--- src/rtl/fcs_pkg.sv ---
package fcs_pkg;
  typedef enum logic [2:0] {
    ST_IDLE, ST_UNL1, ST_UNL2, ST_PROG, ST_ERS1, ST_ERS2, ST_ERS3
  } seq_state_e;

  typedef enum logic [1:0] {OP_NONE, OP_PROG, OP_CHIP, OP_BLK} op_kind_e;

  typedef enum logic [1:0] {RS_ARRAY, RS_MFR, RS_DEV, RS_PROT} rd_sel_e;

  localparam logic [7:0] CMD_KEY_A  = 8'hAA;
  localparam logic [7:0] CMD_KEY_B  = 8'h55;
  localparam logic [7:0] CMD_RESET  = 8'hF0;
  localparam logic [7:0] CMD_SIG    = 8'h90;
  localparam logic [7:0] CMD_PROG   = 8'hA0;
  localparam logic [7:0] CMD_ERASE  = 8'h80;
  localparam logic [7:0] CMD_CHIP   = 8'h10;
  localparam logic [7:0] CMD_BLOCK  = 8'h30;
  localparam logic [7:0] CMD_SUSP   = 8'hB0;
  localparam logic [7:0] CMD_RESUME = 8'h30;
endpackage

--- src/rtl/fcs_addr_match.sv ---
module fcs_addr_match #(
  parameter int unsigned        KW    = 15,
  parameter logic [KW-1:0]      KEY_A = 15'h5555,
  parameter logic [KW-1:0]      KEY_B = 15'h2AAA
) (
  input  logic [KW-1:0] key_bits_i,
  output logic          at_a_o,
  output logic          at_b_o
);
  assign at_a_o = (key_bits_i == KEY_A);
  assign at_b_o = (key_bits_i == KEY_B);
endmodule

--- src/rtl/fcs_busy_filter.sv ---
module fcs_busy_filter
  import fcs_pkg::*;
(
  input  logic     wr_i,
  input  logic [7:0] data_i,
  input  logic     busy_i,
  input  logic     susp_i,
  input  op_kind_e kind_i,
  output logic     active_o,
  output logic     rst_o,
  output logic     sus_o,
  output logic     res_o,
  output logic     add_o
);
  assign active_o = busy_i | susp_i;

  always_comb begin
    rst_o = 1'b0;
    sus_o = 1'b0;
    res_o = 1'b0;
    add_o = 1'b0;
    if (wr_i) begin
      if (susp_i) begin
        res_o = (data_i == CMD_RESUME);
        rst_o = (data_i == CMD_RESET);
      end else if (busy_i) begin
        unique case (kind_i)
          OP_CHIP: rst_o = (data_i == CMD_RESET);
          OP_BLK: begin
            sus_o = (data_i == CMD_SUSP);
            add_o = (data_i == CMD_BLOCK);
            rst_o = (data_i == CMD_RESET);
          end
          default: ;
        endcase
      end
    end
  end
endmodule

--- src/rtl/fcs_unlock_fsm.sv ---
module fcs_unlock_fsm
  import fcs_pkg::*;
(
  input  logic       clk_i,
  input  logic       rst_ni,
  input  logic       wr_i,
  input  logic [7:0] data_i,
  input  logic       at_a_i,
  input  logic       at_b_i,
  output logic       ev_prog_o,
  output logic       ev_chip_o,
  output logic       ev_blk_o,
  output logic       ev_rst_o,
  output logic       sig_o
);
  seq_state_e state_q, state_d;
  logic       sig_q, sig_d;

  always_comb begin
    state_d   = state_q;
    sig_d     = 1'b0;
    ev_prog_o = 1'b0;
    ev_chip_o = 1'b0;
    ev_blk_o  = 1'b0;
    ev_rst_o  = 1'b0;
    if (wr_i) begin
      state_d = ST_IDLE;
      if (state_q == ST_PROG) begin
        ev_prog_o = 1'b1;
      end else if (data_i == CMD_RESET) begin
        ev_rst_o = 1'b1;
      end else begin
        unique case (state_q)
          ST_IDLE: if (data_i == CMD_KEY_A && at_a_i) state_d = ST_UNL1;
          ST_UNL1: if (data_i == CMD_KEY_B && at_b_i) state_d = ST_UNL2;
          ST_UNL2: begin
            if (data_i == CMD_SIG && at_a_i)        sig_d   = 1'b1;
            else if (data_i == CMD_PROG)            state_d = ST_PROG;
            else if (data_i == CMD_ERASE && at_a_i) state_d = ST_ERS1;
          end
          ST_ERS1: if (data_i == CMD_KEY_A && at_a_i) state_d = ST_ERS2;
          ST_ERS2: if (data_i == CMD_KEY_B && at_b_i) state_d = ST_ERS3;
          ST_ERS3: begin
            if (data_i == CMD_CHIP && at_a_i) ev_chip_o = 1'b1;
            else if (data_i == CMD_BLOCK)     ev_blk_o  = 1'b1;
          end
          default: ;
        endcase
      end
    end
  end

  always_ff @(posedge clk_i or negedge rst_ni) begin
    if (!rst_ni) begin
      state_q <= ST_IDLE;
      sig_q   <= 1'b0;
    end else if (wr_i) begin
      state_q <= state_d;
      sig_q   <= sig_d;
    end
  end

  assign sig_o = sig_q;

  assert_prog_done_R5: assert property (@(posedge clk_i) disable iff (!rst_ni)
    (state_q == ST_PROG && wr_i) |=> (state_q == ST_IDLE));

  assert_sig_entry_R3: assert property (@(posedge clk_i) disable iff (!rst_ni)
    $rose(sig_q) |-> $past(state_q == ST_UNL2 && at_a_i));

  assert_erase_path_R6: assert property (@(posedge clk_i) disable iff (!rst_ni)
    (state_q == ST_ERS3) |-> $past(state_q == ST_ERS2 || state_q == ST_ERS3));
endmodule

--- src/rtl/fcs_sig_decode.sv ---
module fcs_sig_decode
  import fcs_pkg::*;
#(
  parameter int unsigned NBLK     = 8,
  parameter logic [7:0]  MFR_CODE = 8'h3C,
  parameter logic [7:0]  DEV_CODE = 8'hC7,
  localparam int unsigned BW      = $clog2(NBLK)
) (
  input  logic            sig_i,
  input  logic            a0_i,
  input  logic            a1_i,
  input  logic            a6_i,
  input  logic [BW-1:0]   blk_i,
  input  logic [NBLK-1:0] prot_i,
  output logic [1:0]      rd_sel_o,
  output logic [7:0]      sig_byte_o
);
  rd_sel_e sel;

  always_comb begin
    sel        = RS_ARRAY;
    sig_byte_o = 8'h00;
    if (sig_i && !a6_i) begin
      unique case ({a1_i, a0_i})
        2'b00: begin sel = RS_MFR;  sig_byte_o = MFR_CODE; end
        2'b01: begin sel = RS_DEV;  sig_byte_o = DEV_CODE; end
        2'b10: begin sel = RS_PROT; sig_byte_o = {7'd0, prot_i[blk_i]}; end
        default: ;
      endcase
    end
  end

  assign rd_sel_o = sel;

  always_comb begin
    if (!sig_i) assert_array_outside_R3: assert (rd_sel_o == RS_ARRAY);
  end
endmodule

--- src/rtl/flash_cmd_seq.sv ---
module flash_cmd_seq
  import fcs_pkg::*;
#(
  parameter int unsigned   AW       = 19,
  parameter int unsigned   NBLK     = 8,
  parameter int unsigned   KW       = 15,
  parameter logic [KW-1:0] KEY_A    = 15'h5555,
  parameter logic [KW-1:0] KEY_B    = 15'h2AAA,
  parameter logic [7:0]    MFR_CODE = 8'h3C,
  parameter logic [7:0]    DEV_CODE = 8'hC7,
  localparam int unsigned  BW       = $clog2(NBLK)
) (
  input  logic            clk_i,
  input  logic            rst_ni,
  input  logic            wr_i,
  input  logic [AW-1:0]   addr_i,
  input  logic [7:0]      data_i,
  input  logic            busy_i,
  input  logic            suspended_i,
  input  logic [AW-1:0]   rd_addr_i,
  input  logic [NBLK-1:0] prot_i,
  output logic [1:0]      rd_sel_o,
  output logic [7:0]      sig_byte_o,
  output logic            prog_req_o,
  output logic [AW-1:0]   prog_addr_o,
  output logic [7:0]      prog_data_o,
  output logic            chip_erase_o,
  output logic            blk_erase_o,
  output logic [BW-1:0]   blk_o,
  output logic            suspend_o,
  output logic            resume_o,
  output logic            reset_o
);
  logic     at_a, at_b, active, wr_idle, sig;
  logic     ev_prog, ev_chip, ev_blk, ev_rst;
  logic     b_rst, b_sus, b_res, b_add;
  op_kind_e kind_q;
  logic     unused_rd_bits;

  assign unused_rd_bits = ^rd_addr_i;

  fcs_addr_match #(.KW(KW), .KEY_A(KEY_A), .KEY_B(KEY_B)) u_match (
    .key_bits_i (addr_i[KW-1:0]),
    .at_a_o     (at_a),
    .at_b_o     (at_b)
  );

  fcs_busy_filter u_filter (
    .wr_i     (wr_i),
    .data_i   (data_i),
    .busy_i   (busy_i),
    .susp_i   (suspended_i),
    .kind_i   (kind_q),
    .active_o (active),
    .rst_o    (b_rst),
    .sus_o    (b_sus),
    .res_o    (b_res),
    .add_o    (b_add)
  );

  assign wr_idle = wr_i & ~active;

  fcs_unlock_fsm u_fsm (
    .clk_i     (clk_i),
    .rst_ni    (rst_ni),
    .wr_i      (wr_idle),
    .data_i    (data_i),
    .at_a_i    (at_a),
    .at_b_i    (at_b),
    .ev_prog_o (ev_prog),
    .ev_chip_o (ev_chip),
    .ev_blk_o  (ev_blk),
    .ev_rst_o  (ev_rst),
    .sig_o     (sig)
  );

  fcs_sig_decode #(.NBLK(NBLK), .MFR_CODE(MFR_CODE), .DEV_CODE(DEV_CODE)) u_sig (
    .sig_i      (sig),
    .a0_i       (rd_addr_i[0]),
    .a1_i       (rd_addr_i[1]),
    .a6_i       (rd_addr_i[6]),
    .blk_i      (rd_addr_i[AW-1 -: BW]),
    .prot_i     (prot_i),
    .rd_sel_o   (rd_sel_o),
    .sig_byte_o (sig_byte_o)
  );

  always_ff @(posedge clk_i or negedge rst_ni) begin
    if (!rst_ni) begin
      prog_req_o   <= 1'b0;
      prog_addr_o  <= '0;
      prog_data_o  <= '0;
      chip_erase_o <= 1'b0;
      blk_erase_o  <= 1'b0;
      blk_o        <= '0;
      suspend_o    <= 1'b0;
      resume_o     <= 1'b0;
      reset_o      <= 1'b0;
      kind_q       <= OP_NONE;
    end else begin
      prog_req_o   <= ev_prog;
      chip_erase_o <= ev_chip;
      blk_erase_o  <= ev_blk | b_add;
      suspend_o    <= b_sus;
      resume_o     <= b_res;
      reset_o      <= ev_rst | b_rst;
      if (ev_prog) begin
        prog_addr_o <= addr_i;
        prog_data_o <= data_i;
        kind_q      <= OP_PROG;
      end
      if (ev_chip) kind_q <= OP_CHIP;
      if (ev_blk)  kind_q <= OP_BLK;
      if (ev_blk | b_add) blk_o <= addr_i[AW-1 -: BW];
    end
  end

  assert_single_pulse_R13: assert property (@(posedge clk_i) disable iff (!rst_ni)
    $onehot0({prog_req_o, chip_erase_o, blk_erase_o, suspend_o, resume_o, reset_o}));

  assert_pulse_after_write_R13: assert property (@(posedge clk_i) disable iff (!rst_ni)
    (prog_req_o | chip_erase_o | blk_erase_o | suspend_o | resume_o | reset_o)
      |-> $past(wr_i));

  assert_prog_silent_R9: assert property (@(posedge clk_i) disable iff (!rst_ni)
    (busy_i && !suspended_i && kind_q == OP_PROG)
      |=> !(prog_req_o | chip_erase_o | blk_erase_o | suspend_o | resume_o | reset_o));

  assert_suspend_source_R11: assert property (@(posedge clk_i) disable iff (!rst_ni)
    suspend_o |-> $past(busy_i && !suspended_i && kind_q == OP_BLK));

  assert_resume_source_R12: assert property (@(posedge clk_i) disable iff (!rst_ni)
    resume_o |-> $past(suspended_i));

  assert_chip_only_reset_R10: assert property (@(posedge clk_i) disable iff (!rst_ni)
    (busy_i && !suspended_i && kind_q == OP_CHIP)
      |=> !(prog_req_o | chip_erase_o | blk_erase_o | suspend_o | resume_o));
endmodule

--- config.mk ---
export PLATFORM = sky130hd
export DESIGN_NAME = flash_cmd_seq
export DESIGN_NICKNAME = d
export VERILOG_FILES = /design/src/rtl/fcs_pkg.sv /design/src/rtl/fcs_addr_match.sv /design/src/rtl/fcs_busy_filter.sv /design/src/rtl/fcs_unlock_fsm.sv /design/src/rtl/fcs_sig_decode.sv /design/src/rtl/flash_cmd_seq.sv
export SDC_FILE = /design/constraint.sdc
export NUM_CORES = 1
export LEC_CHECK = 0
export CORE_ASPECT_RATIO = 0.75
export CORE_MARGIN = 1.5
export CORE_UTILIZATION = 52
export CTS_CLUSTER_SIZE = 20
export DETAILED_ROUTE_END_ITERATION = 16
export DONT_BUFFER_PORTS = 1
export PLACE_DENSITY_LB_ADDON = 0.3
export SLEW_MARGIN = 20
export SYNTH_ARGS = -nofsm -noshare
export SYNTH_HDL_FRONTEND = slang
export SYNTH_SLANG_ARGS = --single-unit
--- constraint.sdc ---
create_clock -name clk_i -period 2.2 [get_ports clk_i]
set_clock_uncertainty 0.1 [all_clocks]
set_input_delay 0.66 -clock clk_i [delete_from_list [all_inputs] [get_ports clk_i]]
set_output_delay 0.66 -clock clk_i [all_outputs]
set_load 0.02 [all_outputs]
==> flow_summary.yaml <==
cts:
  cts_root_buffer: "clkbuf_8"
  clock_latency_ns: 0.29
  ctsHtreeMaxLevel: 2
  cts_made_buffers: 5
  cts_tree: "yes"
  numClockSinks: 42
  cts_max_path_buffers: 2
  clk_pin_slew_ns: 0.07
grt:
  grt_max_degree: 43
  grt_pass1_vias: 1560
  grt_antenna_before_repair: 0
  grt_use_total: 0.227
  grt_pass1_wl_mm: 7.65
  grt-ovfl-total: 0
setup_path:
  end_kind: "output pin"
  startpoint_type: "input port"
  worstPathCellList: "mux4_2 -> o2111ai_2 -> a21boi_2"
  crit_path_top_delay_cell: "mux4_2"
  path_max_fanout: 3
  cp.required_ns: 1.44
  crit_type: "input port to output pin"
  cpPeakStageDelay_ns: 0.48
  arrival_ns: 1.49
detailed_routing:
  vias: 1443
  drt-initial-drc-count: 112
  first_pass_iters: 4
  drcViolationCount: 0
  routed_wl_mm: 4.87
  vias_per_cell: 6.33
  ant_nets: 0
  avgRoutedWirePerCell_um: 21.4
power:
  power_w: 0.00136
  p_leak_nw: 1.08
  power_density_nw_per_um2: 577
  max-vdd-ir-drop_uv: 407
placement:
  io_buffers: 0
  dp_hpwl_mm: 3.77
  placed_cells: 220
  place_area_um2: 2250
  pre_cts_ws_ns: -0.0562
  gp_congestion: 0.865
timing:
  setup_viol: 1
  slew_headroom: 0.709
  fin_ws_ns: -0.0470
  whs_ns: 0.0998
  slew_viol_final: 0
  post-route-min-period_ns: 2.25
  finalHoldViolCount: 0
  worstMarginPinSlew_ns: 0.436
  finalCritPeriodShare: 1.02
  max_freq_mhz: 445
  rsz0062_at_grt: "true"
synthesis:
  synth_area_leaders: "dfrtp_1 50%, mux2_2 17%, ha_1 3.6%, nor4bb_1 2.8%, nand4_1 1.8%"
  synth-simple-area-share: 0.176
  synth_nets: 231
  syn-cell-area_um2: 2110
  synthXorXnorAreaFrac: 0
  async_flop_share: 1.00
  synth_top_area_share: 0.498
  yosys-top-cells-count: "42 x dfrtp_1, 31 x mux2_2, 7 x nor2_1"
  yosysUniqueCellTypes: 44
  syn_area_per_cell_um2: 12.7
  yosysMostFrequentCell: "dfrtp_1"
  ys_seq_area_frac: 0.498
  synthCells: 166
  synth_ff_type: "dfrtp_1"
  synth.largest_area_cell: "dfrtp_1"
  ys_seq_elements: 42
  synth-compound-area-share: 0.0765
  synth_fa_ha_area_frac: 0.0356
  synth_top_family_by_area: "multiplexers"
  yosysWarnings: 0
  synth_edf_count: 0
  synth.area.mux_share: 0.186
die:
  num_io_pins: 105
  die_h_um: 58.2
  core_um2: 3780
  initial_utilization: 0.558
  die_x_um: 76.5
  die_area_um2: 4450
  fp-row-count: 19
worst_hold_path:
  hp-class: "input port to async pin"
final_layout:
  stdcell_count: 228
  drive_above_1_share: 0.335
  layout.nets: 241
  syn_to_final_growth_pct: 11.4
  num_antenna_cells: 0
  final_cell_area_um2: 2350
status:
  violations: "setup timing"
  outcome: "finished with violations"
job:
  cap_viol_max_count: 0
cell families (layout without fill, tap and decap cells):
logic type,count (synthesis),after routing
AND/OR/NAND/NOR,54,54
flip-flops,42,42
multiplexers,34,34
AO/OA/AOI/OAI,19,19
buffers and inverters,11,21
adder cells (fa/ha/maj),6,6
power breakdown:
group          switching, W  internal [W]  total [W]
Clock              0.000250      0.000213   0.000463
Combinational     0.0000407     0.0000404  0.0000811
Sequential        0.0000265      0.000786   0.000812
worst paths after layout:
check / from / end / slack [ns] / cells past startpoint
setup reg to reg: u_fsm.state_q[0]$_DFFE_PN0P_ / blk_o[2]$_DFFE_PN0P_ / 0.49 / 4
setup / recovery: rd_addr_i[17] / sig_byte_o[0] / -0.05 / 3
max in group asynchronous: rst_ni / resume_o$_DFF_PN0_ / 1.70 / 1
hold / removal: rst_ni / chip_erase_o$_DFF_PN0_ / 0.1 / 1
min in group clk_i: data_i[6] / suspend_o$_DFF_PN0_ / 0.34 / 1
hold reg to reg: u_fsm.sig_o$_DFFE_PN0P_ / u_fsm.sig_o$_DFFE_PN0P_ / 0.40 / 1
final cells by class:
cell class | instances | area (um2)
fill | 285 | 1430
sequential | 42 | 1050
clock inverter | 2 | 10.0
tap | 52 | 65.1
timing repair buffer | 10 | 125
inverter | 4 | 15.0
clock buffer | 5 | 68.8
multi-input combinational | 113 | 1010
stage by stage:
stage	utilization	setup TNS [ns]
floorplan	-	0
global placement	0.595	-0.00731
detailed placement	0.595	-0.0562
CTS	0.621	-0.0557
global route	0.622	-0.0697
finish	0.622	-0.0470
flip-flops by register name, indices dropped and copies added (netlist names), 2 cells and up:
signal	flops
blk_o	3
kind_q	2
prog_addr_o	19
prog_data_o	8
u_fsm.state_q	3
layer usage:
layer / up-vias / part of all wire / track usage
li1: 641 / - / -
met1: 715 / 0.40 / 0.261
met3: 9 / 0.10 / 0.0866
met4: 0 / 0.014 / 0.108
met5: - / 0 / 0
met2: 78 / 0.49 / 0.381
cells in the final DEF (no fill, tap or decap), drive strengths merged, types with 2 or more instances in the layout:
master   n
nor2     7
o22ai    2
a22o     2
buf     10
clkinv   2
nor4bb   6
nor3b    3
inv      4
clkbuf   5
nand4    6
and4     3
and2     3
mux2i    2
nand2    5
dfrtp   42
ha       6
nor2b    5
mux2    31
o21ai    4
nor4b    4
nor4     2
nand3b   2
worst max-delay path: cells and delay by family:
family	cells	cell delay, ns
compound gates	2	0.35
mux	1	0.48
timing repair:
action | CTS | global route
pin swaps | 0 | 0
resized for setup | 0 | 1
hold buffers | 1 | 0
hold endpoints to repair | 42 | 0
buffers inserted | 0 | 0
setup endpoints to repair | 1 | 5
No activity file was read; power rests on OpenSTA's default activity.
